$ cat src/rtl/dhp_pkg.sv
package dhp_pkg;
    localparam int CMD_W    = 16;
    localparam int FRAC_W   = 14;
    localparam int UNIT     = 1 << FRAC_W;         // +1.0 in Q1.14
    localparam int SPAN_SH  = FRAC_W + 1;          // divide by 2*UNIT

    typedef logic signed [CMD_W-1:0] speed_cmd_t;
endpackage

$ cat src/rtl/pwm_timebase.sv
module pwm_timebase #(
    parameter int PERIOD = 25000,
    parameter int CW     = $clog2(PERIOD + 1)
) (
    input  logic          clk,
    input  logic          rst_n,
    output logic [CW-1:0] cnt,
    output logic          wrap
);
    localparam logic [CW-1:0] LAST = CW'(PERIOD - 1);

    assign wrap = (cnt == LAST);

    always_ff @(posedge clk or negedge rst_n) begin
        if (!rst_n)
            cnt <= '0;
        else if (wrap)
            cnt <= '0;
        else
            cnt <= cnt + CW'(1);
    end

    // count stays inside the period
    a_r1_cnt_range: assert property (@(posedge clk) disable iff (!rst_n)
        cnt <= LAST);

    // wrap returns to zero
    a_r1_cnt_wrap: assert property (@(posedge clk) disable iff (!rst_n)
        (cnt == LAST) |=> (cnt == '0));

    // otherwise count advances by one
    a_r1_cnt_step: assert property (@(posedge clk) disable iff (!rst_n)
        (cnt != LAST) |=> (cnt == $past(cnt) + CW'(1)));
endmodule

$ cat src/rtl/pwm_duty_map.sv
module pwm_duty_map
    import dhp_pkg::*;
#(
    parameter int PERIOD = 25000,
    parameter int CW     = $clog2(PERIOD + 1)
) (
    input  speed_cmd_t    cmd,
    output logic [CW-1:0] cmp
);
    localparam int PW = CW + CMD_W + 1;
    localparam speed_cmd_t POS_LIM = speed_cmd_t'(UNIT);
    localparam speed_cmd_t NEG_LIM = speed_cmd_t'(-UNIT);

    speed_cmd_t           sat;
    logic [CMD_W-1:0]     offs;
    logic [PW-1:0]        prod;

    always_comb begin
        if (cmd > POS_LIM)
            sat = POS_LIM;
        else if (cmd < NEG_LIM)
            sat = NEG_LIM;
        else
            sat = cmd;
        offs = CMD_W'(sat + POS_LIM);              // 0 .. 2*UNIT
        prod = PW'(PERIOD) * PW'(offs);
        cmp  = CW'(prod >> SPAN_SH);
    end

    // saturated command stays within +/-1.0
    always_comb begin
        a_r2_sat_range: assert (sat <= POS_LIM && sat >= NEG_LIM);
    end
endmodule

$ cat src/rtl/pwm_pair_out.sv
module pwm_pair_out #(
    parameter int PERIOD = 25000,
    parameter int CW     = $clog2(PERIOD + 1)
) (
    input  logic          clk,
    input  logic          rst_n,
    input  logic          wrap,
    input  logic [CW-1:0] cnt,
    input  logic [CW-1:0] cmp_next,
    output logic          out_true,
    output logic          out_inv
);
    localparam logic [CW-1:0] MID = CW'(PERIOD / 2);

    logic [CW-1:0] cmp_q;

    always_ff @(posedge clk or negedge rst_n) begin
        if (!rst_n)
            cmp_q <= MID;
        else if (wrap)
            cmp_q <= cmp_next;
    end

    assign out_true = (cnt < cmp_q);
    assign out_inv  = ~out_true;

    // compare value holds between wraps
    a_r7_cmp_hold: assert property (@(posedge clk) disable iff (!rst_n)
        !wrap |=> $stable(cmp_q));

    // compare value never exceeds the period
    a_r3_cmp_bound: assert property (@(posedge clk) disable iff (!rst_n)
        cmp_q <= CW'(PERIOD));
endmodule

$ cat src/rtl/dual_hbridge_pwm.sv
module dual_hbridge_pwm
    import dhp_pkg::*;
#(
    parameter int CLK_HZ = 100_000_000,
    parameter int PWM_HZ = 4000,
    parameter int PERIOD = CLK_HZ / PWM_HZ
) (
    input  logic        clk,
    input  logic        rst_n,
    input  logic [15:0] cmd_a,
    input  logic [15:0] cmd_b,
    output logic [3:0]  ch
);
    localparam int CW     = $clog2(PERIOD + 1);
    localparam int MOTORS = 2;

    logic [CW-1:0] cnt;
    logic          wrap;
    speed_cmd_t    cmds    [MOTORS];
    logic [1:0]    pair_ch [MOTORS];   // [1]=inverted, [0]=true

    pwm_timebase #(.PERIOD(PERIOD), .CW(CW)) u_tb (
        .clk  (clk),
        .rst_n(rst_n),
        .cnt  (cnt),
        .wrap (wrap)
    );

    // index 0 = motor B (ch[1:0]), index 1 = motor A (ch[3:2])
    assign cmds[0] = speed_cmd_t'(cmd_b);
    assign cmds[1] = speed_cmd_t'(cmd_a);

    for (genvar m = 0; m < MOTORS; m++) begin : g_motor
        logic [CW-1:0] cmp_next;

        pwm_duty_map #(.PERIOD(PERIOD), .CW(CW)) u_map (
            .cmd(cmds[m]),
            .cmp(cmp_next)
        );

        pwm_pair_out #(.PERIOD(PERIOD), .CW(CW)) u_pair (
            .clk     (clk),
            .rst_n   (rst_n),
            .wrap    (wrap),
            .cnt     (cnt),
            .cmp_next(cmp_next),
            .out_true(pair_ch[m][0]),
            .out_inv (pair_ch[m][1])
        );

        assign ch[2*m +: 2] = pair_ch[m];
    end

    // at the first count after reset both true outputs are high
    a_r8_reset_start: assert property (@(posedge clk) disable iff (!rst_n)
        $rose(rst_n) |-> (ch[2] && ch[0]));
endmodule

$ cat config.mk
export PLATFORM = sky130hd
export DESIGN_NAME = dual_hbridge_pwm
export DESIGN_NICKNAME = d
export VERILOG_FILES = /design/src/rtl/dhp_pkg.sv /design/src/rtl/pwm_timebase.sv /design/src/rtl/pwm_duty_map.sv /design/src/rtl/pwm_pair_out.sv /design/src/rtl/dual_hbridge_pwm.sv
export SDC_FILE = /design/constraint.sdc
export NUM_CORES = 1
export LEC_CHECK = 0
export ABC_AREA = 1
export ABC_CLOCK_PERIOD_IN_PS = 2350
export CORE_AREA = 2 2 154 119
export CTS_BUF_LIST = sky130_fd_sc_hd__clkbuf_8
export CTS_CLUSTER_DIAMETER = 60
export DETAILED_ROUTE_END_ITERATION = 8
export DIE_AREA = 0 0 156 121
export GPL_TIMING_DRIVEN = 0
export PLACE_DENSITY = 0.85
export SYNTH_ARGS = -nofsm -noshare
export SYNTH_HDL_FRONTEND = slang
export SYNTH_SLANG_ARGS = --single-unit
$ cat constraint.sdc
create_clock -name clk -period 2.35 [get_ports clk]
set_input_delay 0.47 -clock clk [delete_from_list [all_inputs] [get_ports clk]]
set_output_delay 0.47 -clock clk [all_outputs]
set_load 0.02 [all_outputs]
==> results of run 1 <==
## cells by family after synthesis
| family | Yosys count |
|---|---|
| AOI/OAI and AO/OA | 165 |
| xor gates and xnor gates | 43 |
| adders and majority gates | 303 |
| buffers and inverters | 301 |
| DFF | 45 |
| and+or+nand+nor | 407 |
## routing by layer
| layer | GRT overflow | track usage (%) |
|---|---|---|
| met1 | 3 | 77.1 |
| met2 | 31 | 88.5 |
| met3 | 2 | 66.4 |
| met4 | 32 | 76.8 |
| met5 | 0 | 41.5 |
## timing repair
action / 4_1_cts
pin swaps: 188
buffers inserted: 105
gates cloned: 2
setup endpoints to repair: 34
gates resized for setup: 400
hold buffers: 0
## metrics by stage
step	hold slack, ns	std cells	worst slack [ns]	utilization, %
floorplan	0.174	1264	-2.34	-
global placement	0.458	1521	-3.68	65.2
detailed placement	0.379	1522	-3.86	65.3
CTS	0.0324	1633	-2.43	77.1
==> metrics.yaml, run 1 <==
row_count: 42
fp.dieW_um: 156
synthAdderAreaFrac_pct: 44.4
grt-ovfl-total: 68
grt_max_degree: 34
ys_types: 44
numCtsBuffers: 5
cts_sinks: 45
synth_simple_gate_area_share_pct: 18.1
worst-ep-kind: "register data pin"
antenna_found_initial: 3
ys_warn_count: 0
yosysMostFrequentCell: "inv_1"
yosys-top-cells-count: "285 x inv_1, 233 x ha_1, 194 x nand2_1"
io_buffers: 37
io_pins: 38
haltStage: "5_1_grt"
start_util_pct: 56.2
synth-compound-area-share_pct: 9.79
yosysSeqAreaShare_pct: 11.7
synth_nets: 1601
hpwlAfterDp_um: 21100
synth_xor_area_share_pct: 3.88
globalplace.congestion: 1.00
avgSynthCellArea_um2: 7.69
synth_area_leaders: "ha_1 30%, fa_1 14%, inv_1 11%"
synth_edf_count: 0
async_flop_share_pct: 100
yosys_register_bits: 45
stop_error: "[ERROR GRT-0232] Routing congestion too high. Check the congestion heatmap in the GUI."
cts_root_buf: "clkbuf_8"
status: "did not finish"
yosys.area.top_type_share_pct: 30.0
syn-cell-area_mm2: 0.00971
netlist_instances: 1264
synth_area_leader_cell: "ha_1"
placed_area_mm2: 0.0113
synth_top_family_by_area: "adder cells"
die_h_um: 121
repair-timing-grt-worst-ep: "g_motor[0].u_pair.cmp_q[10]$_DFFE_PN0N_/D"
cts.path.max_buffers: 2
synthMuxAreaShare_pct: 0
grt_usage_pct: 77.0
ys.flop_type: "dfrtp_1"
h-tree-depth: 2
==> inputs of run 2 (changes only) <==
--- a/config.mk
+++ b/config.mk
@@ -7,13 +7,11 @@
 export LEC_CHECK = 0
 export ABC_AREA = 1
 export ABC_CLOCK_PERIOD_IN_PS = 2350
-export CORE_AREA = 2 2 154 119
-export CTS_BUF_LIST = sky130_fd_sc_hd__clkbuf_8
-export CTS_CLUSTER_DIAMETER = 60
+export CORE_AREA = 2 2 159 161
 export DETAILED_ROUTE_END_ITERATION = 8
-export DIE_AREA = 0 0 156 121
+export DIE_AREA = 0 0 161 163
 export GPL_TIMING_DRIVEN = 0
-export PLACE_DENSITY = 0.85
+export PLACE_DENSITY_LB_ADDON = 0.15
 export SYNTH_ARGS = -nofsm -noshare
 export SYNTH_HDL_FRONTEND = slang
 export SYNTH_SLANG_ARGS = --single-unit
==> run 2 against run 1 <==
The flow now finishes, with violations (setup timing). Synthesized area is the same. Synthesized cell count is the same.
==> metrics.yaml, run 2 <==
status: "finished with violations"
violations: "setup timing"
grt_usage_pct: 20.6
grt_max_degree: 41
power_leakage_uw: 0.00695
netlist_instances: 1264
synth_edf_count: 0
power_uw: 11900
avgSynthCellArea_um2: 7.69
cp-start-kind: "input port"
ys_warn_count: 0
clkLatencyLatePin_ns: 0.29
final_common_cell: "inv_1"
drive_above_1_share_pct: 36.9
max_flop_register: "g_motor.u_pair.cmp_q"
hpwlAfterDp_um: 21100
synth_area_leaders: "ha_1 30%, fa_1 14%, inv_1 11%"
cpPeakStageDelay_ns: 0.53
synth_nets: 1601
layout_min_cycle_time_ns: 5.01
start_util_pct: 39.4
h-tree-depth: 2
cts_root_buf: "clkbuf_16"
rsz0062_at_grt: "true"
cts_sinks: 45
syn-cell-area_mm2: 0.00971
max_freq_ghz: 0.199
power.density_mw_per_mm2: 865
holdWs_ns: 0.0140
globalplace.congestion: 0.895
rr_worst_depth: 8
maxSlewHeadroom_pct: 43.4
worstSetupPathDepth: 32
worst_slew_pin_slew_ns: 0.842
io_pins: 38
antenna_found_initial: 0
clkTransAtPathRegs_ns: 0.06
worst_ep_arrival_time_ns: 5.18
critical_path_peak_fanout: 6
yosys_register_bits: 45
yosys.area.top_type_share_pct: 30.0
cts_tree: "done"
async_flop_share_pct: 100
dieArea_mm2: 0.0262
wl_per_cell_um: 15.2
cp_common_cell: "inv_2"
critPathKind: "input port to flip-flop"
row_count: 58
finish.net_count: 1752
fp.dieW_um: 161
numCtsBuffers: 5
grt_pass1_vias: 9067
dp_cells: 1632
path_buf_inv: 9
area_growth_pct: 42.0
grt_pass1_wl_um: 43800
drt-total-wl_um: 26500
slowest_stage: "fa_1"
max-vdd-ir-drop_uv: 571
ys.flop_type: "dfrtp_1"
io_buffers: 37
vias: 8682
dpl_worst_slack_ns: -3.99
min_path_type: "input port to asynchronous set/reset pin"
cts.path.max_buffers: 2
maxCapViolCount: 0
vias_per_cell: 4.97
largest_reg_flops: 30
fin_cells: 1746
ys_types: 44
yosysSeqAreaShare_pct: 11.7
setup_violations: 34
required_ns: 2.52
grt-ovfl-total: 0
critPathTopFamily: "adder cells"
yosys-top-cells-count: "285 x inv_1, 233 x ha_1, 194 x nand2_1"
ant_nets: 0
drv_slew: 0
final_cell_mix: "233 x inv_1, 158 x ha_1, 136 x nand2_1, 84 x buf_4"
setup_slack_ns: -2.66
remaining_drc_errors: 0
die_h_um: 163
drt_iter0_markers: 280
hold_viol: 0
diodes: 0
yosysMostFrequentCell: "inv_1"
fin_crit_sh_pct: 213
dr.pass1.iters: 5
end_kind: "flip-flop"
reg.largest.list: "g_motor.u_pair.cmp_q (30), u_tb.cnt (15)"
core_area_mm2: 0.0247
finClkSkew_ns: 0.0103
synth_area_leader_cell: "ha_1"
-- run 2: worst paths after layout --
path | slack (ns) | from | endpoint
worst max-delay path | -2.66 | cmd_b[10] | g_motor[0].u_pair.cmp_q[10]$_DFFE_PN0N_
worst min-delay path | 0.01 | rst_n | g_motor[0].u_pair.cmp_q[8]$_DFFE_PN0N_
worst max register to register | 0.12 | u_tb.cnt[1]$_DFF_PN0_ | g_motor[0].u_pair.cmp_q[6]$_DFFE_PN1N_
worst min register to register | 0.47 | g_motor[0].u_pair.cmp_q[12]$_DFFE_PN1N_ | g_motor[0].u_pair.cmp_q[12]$_DFFE_PN1N_
max in group asynchronous | 1.82 | rst_n | g_motor[1].u_pair.cmp_q[13]$_DFFE_PN1N_
min in group clk | 0.47 | g_motor[0].u_pair.cmp_q[12]$_DFFE_PN1N_ | g_motor[0].u_pair.cmp_q[12]$_DFFE_PN1N_
-- run 2: repair_timing --
action | in CTS | in global routing
endpoints found under the setup margin | 34 | 34
buffers inserted | 82 | 25
gates resized for setup | 363 | 111
pin swaps | 161 | 92
gates cloned | 3 | 0
hold buffers | 0 | 0
-- run 2: through the flow --
step / TNS [ns] / util [%] / instance area [µm²]
after global placement: -111.19 / 46.2 / 11400
final: -69.75 / 55.9 / 13800
after detailed placement: -96.78 / 46.3 / 11400
after global routing: -76.92 / 55.9 / 13800
after CTS: -66.96 / 53.3 / 13200
after floorplan: -61.84 / - / 10600
-- run 2: cells by family after synthesis --
family / after synthesis / synth area share [%]
xor+xnor: 43 / 3.88
flops: 45 / 11.7
buf+inv: 301 / 12.0
simple gates: 407 / 18.1
compound gates: 165 / 9.79
fa+ha+maj: 303 / 44.4
-- run 2: worst reg2reg max path, stage by stage, from the launching register on --
cell     delay, ns
dfrtp_1       0.42
ha_1          0.24
nand2_1       0.09
inv_1         0.11
nand4_1       0.16
nor4_4        0.64
inv_2         0.17
buf_6         0.20
o21ai_1       0.14
-- run 2: power by group --
part / internal [µW] / switching, µW / total [µW]
registers: 775 / 0 / 775
clock network: 396 / 316 / 713
logic: 4720 / 5720 / 10400
-- run 2: area by class of cell --
| cell class | count | area [µm²] |
|---|---|---|
| Inverter | 289 | 1110 |
| Clock inverter | 3 | 21.3 |
| Clock buffer | 5 | 125 |
| Tap cell | 330 | 413 |
| Timing Repair Buffer | 146 | 1300 |
| Fill cell | 2254 | 10900 |
| Sequential cell | 45 | 1140 |
| Buffer | 10 | 140 |
| Multi-Input combinational cell | 918 | 9540 |
-- run 2: metal layers --
metal	up-vias	part of all wire, %	track usage [%]
li1	4404	-	-
met1	4159	44	25.4
met2	91	52	39.6
met3	28	2.0	1.50
met4	0	1.5	3.37
met5	-	0	0
(Power assumes the default switching activity.)
==> inputs of run 3 (changes only) <==
--- a/config.mk
+++ b/config.mk
@@ -7,9 +7,9 @@
 export LEC_CHECK = 0
 export ABC_AREA = 1
 export ABC_CLOCK_PERIOD_IN_PS = 2350
-export CORE_AREA = 2 2 159 161
+export CORE_AREA = 3 3 184 186
 export DETAILED_ROUTE_END_ITERATION = 8
-export DIE_AREA = 0 0 161 163
+export DIE_AREA = 0 0 187 189
 export GPL_TIMING_DRIVEN = 0
 export PLACE_DENSITY_LB_ADDON = 0.15
 export SYNTH_ARGS = -nofsm -noshare
==> run 3 against run 2 <==
The run still ends with setup timing left. First-iteration DRC count up 34%. Sequential power is essentially flat. Final area is 5.1% higher. Clock-buffer cell count up 2. Core utilization fell by 11 points. Die area grew 35%. Via count fell by 0.61%. Critical path depth unchanged. Clock skew decreased by 0.0062 ns. Flip-flop and latch count stayed put. Largest cell class unchanged.
==> metrics.yaml, run 3 (synthesized netlist as in run 2, its figures left out) <==
cts_sinks: 45
p_sw_share_pct: 49.4
largest_reg_flops: 30
cts_tree: "done"
p_comb_share_pct: 87.3
critPathTopFamily: "adder cells"
drive_above_1_share_pct: 40.6
final_common_cell: "inv_1"
max_freq_ghz: 0.203
hpwlAfterDp_um: 22600
path_buf_inv: 11
cp_common_cell: "inv_2"
grt_max_degree: 32
setup_violations: 34
remaining_drc_errors: 0
dr.pass1.iters: 4
h-tree-depth: 2
numCtsBuffers: 5
r2r_slack_ns: 0.14
power.density_mw_per_mm2: 878
reg.largest.list: "g_motor.u_pair.cmp_q (30), u_tb.cnt (15)"
drt_iter0_markers: 374
vias: 8629
worst_slew_pin_slew_ns: 0.842
grt_pass1_wl_um: 46400
drv_slew: 0
maxSlewHeadroom_pct: 43.5
fp.dieW_um: 187
clkLatencyLatePin_ns: 0.29
end_kind: "flip-flop"
finClkSkew_ns: 0.00407
dpl_worst_slack_ns: -4.15
worst_ep_arrival_time_ns: 5.10
dp_cells: 1744
io_buffers: 37
grt_usage_pct: 16.0
reg2reg_to: "g_motor[0].u_pair.cmp_q[11]$_DFFE_PN0N_"
core_area_mm2: 0.0325
power_frac_seq_pct: 6.1
final.setup.tns_ns: -68.84
finish.net_count: 1778
cts_root_buf: "clkbuf_16"
row_count: 66
slowest_stage: "fa_2"
fin_crit_sh_pct: 210
start_util_pct: 29.9
power_leakage_uw: 0.00709
cts.path.max_buffers: 2
die_h_um: 189
globalplace.congestion: 0.838
rr_worst_depth: 7
critPathKind: "input port to flip-flop"
rsz0062_at_grt: "true"
io_pins: 38
status: "finished with violations"
vias_per_cell: 4.58
grt_pass1_vias: 8962
drt-total-wl_um: 28200
fin_cells: 1884
maxCapViolCount: 0
ant_nets: 0
p_int_uw: 6440
placed_area_mm2: 0.0116
critical_path_peak_fanout: 6
min_path_type: "input port to asynchronous set/reset pin"
worstReg2RegStart: "u_tb.cnt[11]$_DFF_PN0_"
p_clk_share_pct: 6.6
grt-ovfl-total: 0
cpPeakStageDelay_ns: 0.53
final_cell_mix: "215 x inv_1, 146 x ha_1, 133 x nand2_1, 97 x buf_4, 82 x ha_4"
p_sw_uw: 6290
required_ns: 2.52
layout_min_cycle_time_ns: 4.92
dieArea_mm2: 0.0353
max_flop_register: "g_motor.u_pair.cmp_q"
diodes: 0
violations: "setup timing"
ctsHoldBuffers: 0
max-vdd-ir-drop_uv: 647
clkTransAtPathRegs_ns: 0.06
area_growth_pct: 49.2
hold_viol: 0
setup_slack_ns: -2.57
antenna_found_initial: 0
wl_per_cell_um: 15.0
final_area_mm2: 0.0145
cp-start-kind: "input port"
run 3: changes by cell type in the layout (fill, tap and decap cells not counted), sizes merged:
| cell | before | now |
|---|---|---|
| clkinv | 3 | 1 |
| clkdlybuf4s15 | 4 | 3 |
| clkinvlp | 1 | 0 |
| bufinv | 0 | 1 |
| buf | 145 | 174 |
run 3: final cells by class:
cell class / count / area, µm²
Buffer: 10 / 141
Clock buffer: 7 / 143
Clock inverter: 1 / 30.0
Fill cell: 3145 / 18000
Inverter: 289 / 1110
Multi-Input combinational cell: 918 / 9800
Sequential cell: 45 / 1150
Tap cell: 442 / 553
Timing Repair Buffer: 172 / 1570
run 3: worst max-delay path by stage:
stage / from / endpoint / slack, ns / cells past startpoint
floorplan: cmd_b[7] / g_motor[0].u_pair.cmp_q[10]$_DFFE_PN0N_ / -2.34 / 29
global placement: cmd_b[14] / g_motor[0].u_pair.cmp_q[10]$_DFFE_PN0N_ / -4.08 / 29
detailed placement: cmd_b[14] / g_motor[0].u_pair.cmp_q[10]$_DFFE_PN0N_ / -4.15 / 29
CTS: cmd_b[13] / g_motor[0].u_pair.cmp_q[10]$_DFFE_PN0N_ / -2.60 / 32
global route: cmd_b[6] / g_motor[0].u_pair.cmp_q[10]$_DFFE_PN0N_ / -2.83 / 33
finish: cmd_b[6] / g_motor[0].u_pair.cmp_q[10]$_DFFE_PN0N_ / -2.57 / 32
run 3: repair_timing:
action	4_1_cts	5_1_grt
gates cloned	2	0
setup endpoints to repair	34	34
setup buffers	98	38
pin swaps	178	151
gates resized for setup	396	158
run 3: power by group through the flow:
stage | registers [µW] | logic, µW | clock network, µW
global route | 775 | 12100 | 881
detailed placement | 789 | 7220 | 0
global placement | 789 | 7210 | 0
CTS | 775 | 9660 | 862
floorplan | 789 | 5610 | 0
finish | 775 | 11100 | 837
run 3: per-stage QoR:
step / hold slack [ns] / util, % / power, µW
after floorplan: 0.174 / - / 6400
after global placement: 0.460 / 35.6 / 8000
after detailed placement: 0.410 / 35.6 / 8010
after CTS: 0.0988 / 41.8 / 11300
after global routing: 0.131 / 44.7 / 13800
final: 0.0964 / 44.7 / 12700
run 3: routing by layer:
layer	vias to the layer above	share of wire, %	GRT usage [%]
met5	-	0	0
met4	0	1.3	2.18
met3	27	1.8	0.870
met2	88	48	27.6
met1	4068	49	22.8
li1	4446	-	-
==> inputs of run 4 (changes only) <==
--- a/config.mk
+++ b/config.mk
@@ -7,9 +7,10 @@
 export LEC_CHECK = 0
 export ABC_AREA = 1
 export ABC_CLOCK_PERIOD_IN_PS = 2350
-export CORE_AREA = 3 3 184 186
+export CAP_MARGIN = 0
+export CORE_AREA = 3 3 128 130
 export DETAILED_ROUTE_END_ITERATION = 8
-export DIE_AREA = 0 0 187 189
+export DIE_AREA = 0 0 131 133
 export GPL_TIMING_DRIVEN = 0
 export PLACE_DENSITY_LB_ADDON = 0.15
 export SYNTH_ARGS = -nofsm -noshare
==> run 4 against run 3 <==
The flow now stops in 5_1_grt. Synthesized cell count is the same. Synthesized area is the same.
==> metrics.yaml, run 4 <==
status: "did not finish"
haltStage: "5_1_grt"
stop_error: "[ERROR GRT-0232] Routing congestion too high. Check the congestion heatmap in the GUI."
synth_area_leader_cell: "ha_1"
h-tree-depth: 2
avgSynthCellArea_um2: 7.69
cts_sinks: 45
synth_edf_count: 0
fp.dieW_um: 131
ys_types: 44
synth_simple_gate_area_share_pct: 18.1
globalplace.congestion: 0.918
synthMuxAreaShare_pct: 0
syn-cell-area_mm2: 0.00971
synthAdderAreaFrac_pct: 44.4
async_flop_share_pct: 100
synth_nets: 1601
io_pins: 38
cts.path.max_buffers: 2
hpwlAfterDp_um: 20200
cts_root_buf: "clkbuf_16"
synth_top_family_by_area: "adder cells"
worst-ep-kind: "register data pin"
numCtsBuffers: 5
yosysMostFrequentCell: "inv_1"
yosys_register_bits: 45
yosys.area.top_type_share_pct: 30.0
dpl_worst_slack_ns: -3.99
yosysSeqAreaShare_pct: 11.7
ys.flop_type: "dfrtp_1"
synth_xor_area_share_pct: 3.88
grt_usage_pct: 70.4
netlist_instances: 1264
repair-timing-grt-worst-ep: "g_motor[0].u_pair.cmp_q[10]$_DFFE_PN0N_/D"
grt-ovfl-total: 7
synth_area_leaders: "ha_1 30%, fa_1 14%, inv_1 11%"
grt_max_degree: 36
row_count: 45
ys_warn_count: 0
io_buffers: 37
die_h_um: 133
yosys-top-cells-count: "285 x inv_1, 233 x ha_1, 194 x nand2_1"
start_util_pct: 63.7
synth-compound-area-share_pct: 9.79
==> run 4: cell counts after synthesis <==
No cell type changed its count.
==> run 4: metrics by stage <==
stage	cell area (µm²)	setup TNS (ns)	cells
detailed placement	11300	-95.52	1513
global placement	11300	-104.72	1512
floorplan	10600	-61.84	1264
CTS	13300	-66.86	1623
==> run 4: timing repair <==
action / 4_1_cts
hold buffers: 0
hold endpoints to repair: 0
resized for setup: 392
setup buffers: 102
pin swaps: 179
gates cloned: 2
endpoints found under the setup margin: 34
==> run 4: logic make-up after synthesis <==
kind of cell               count (synthesis)
AOI/OAI and AO/OA                        165
xor gates and xnor gates                  43
adders and majority gates                303
buffers and inverters                    301
DFF                                       45
and+or+nand+nor                          407
==> run 4: metal layers <==
layer,global-route usage [%],overflow
met1,71.6,0
met2,86.1,3
met3,53.7,0
met4,69.9,4
met5,18.2,0
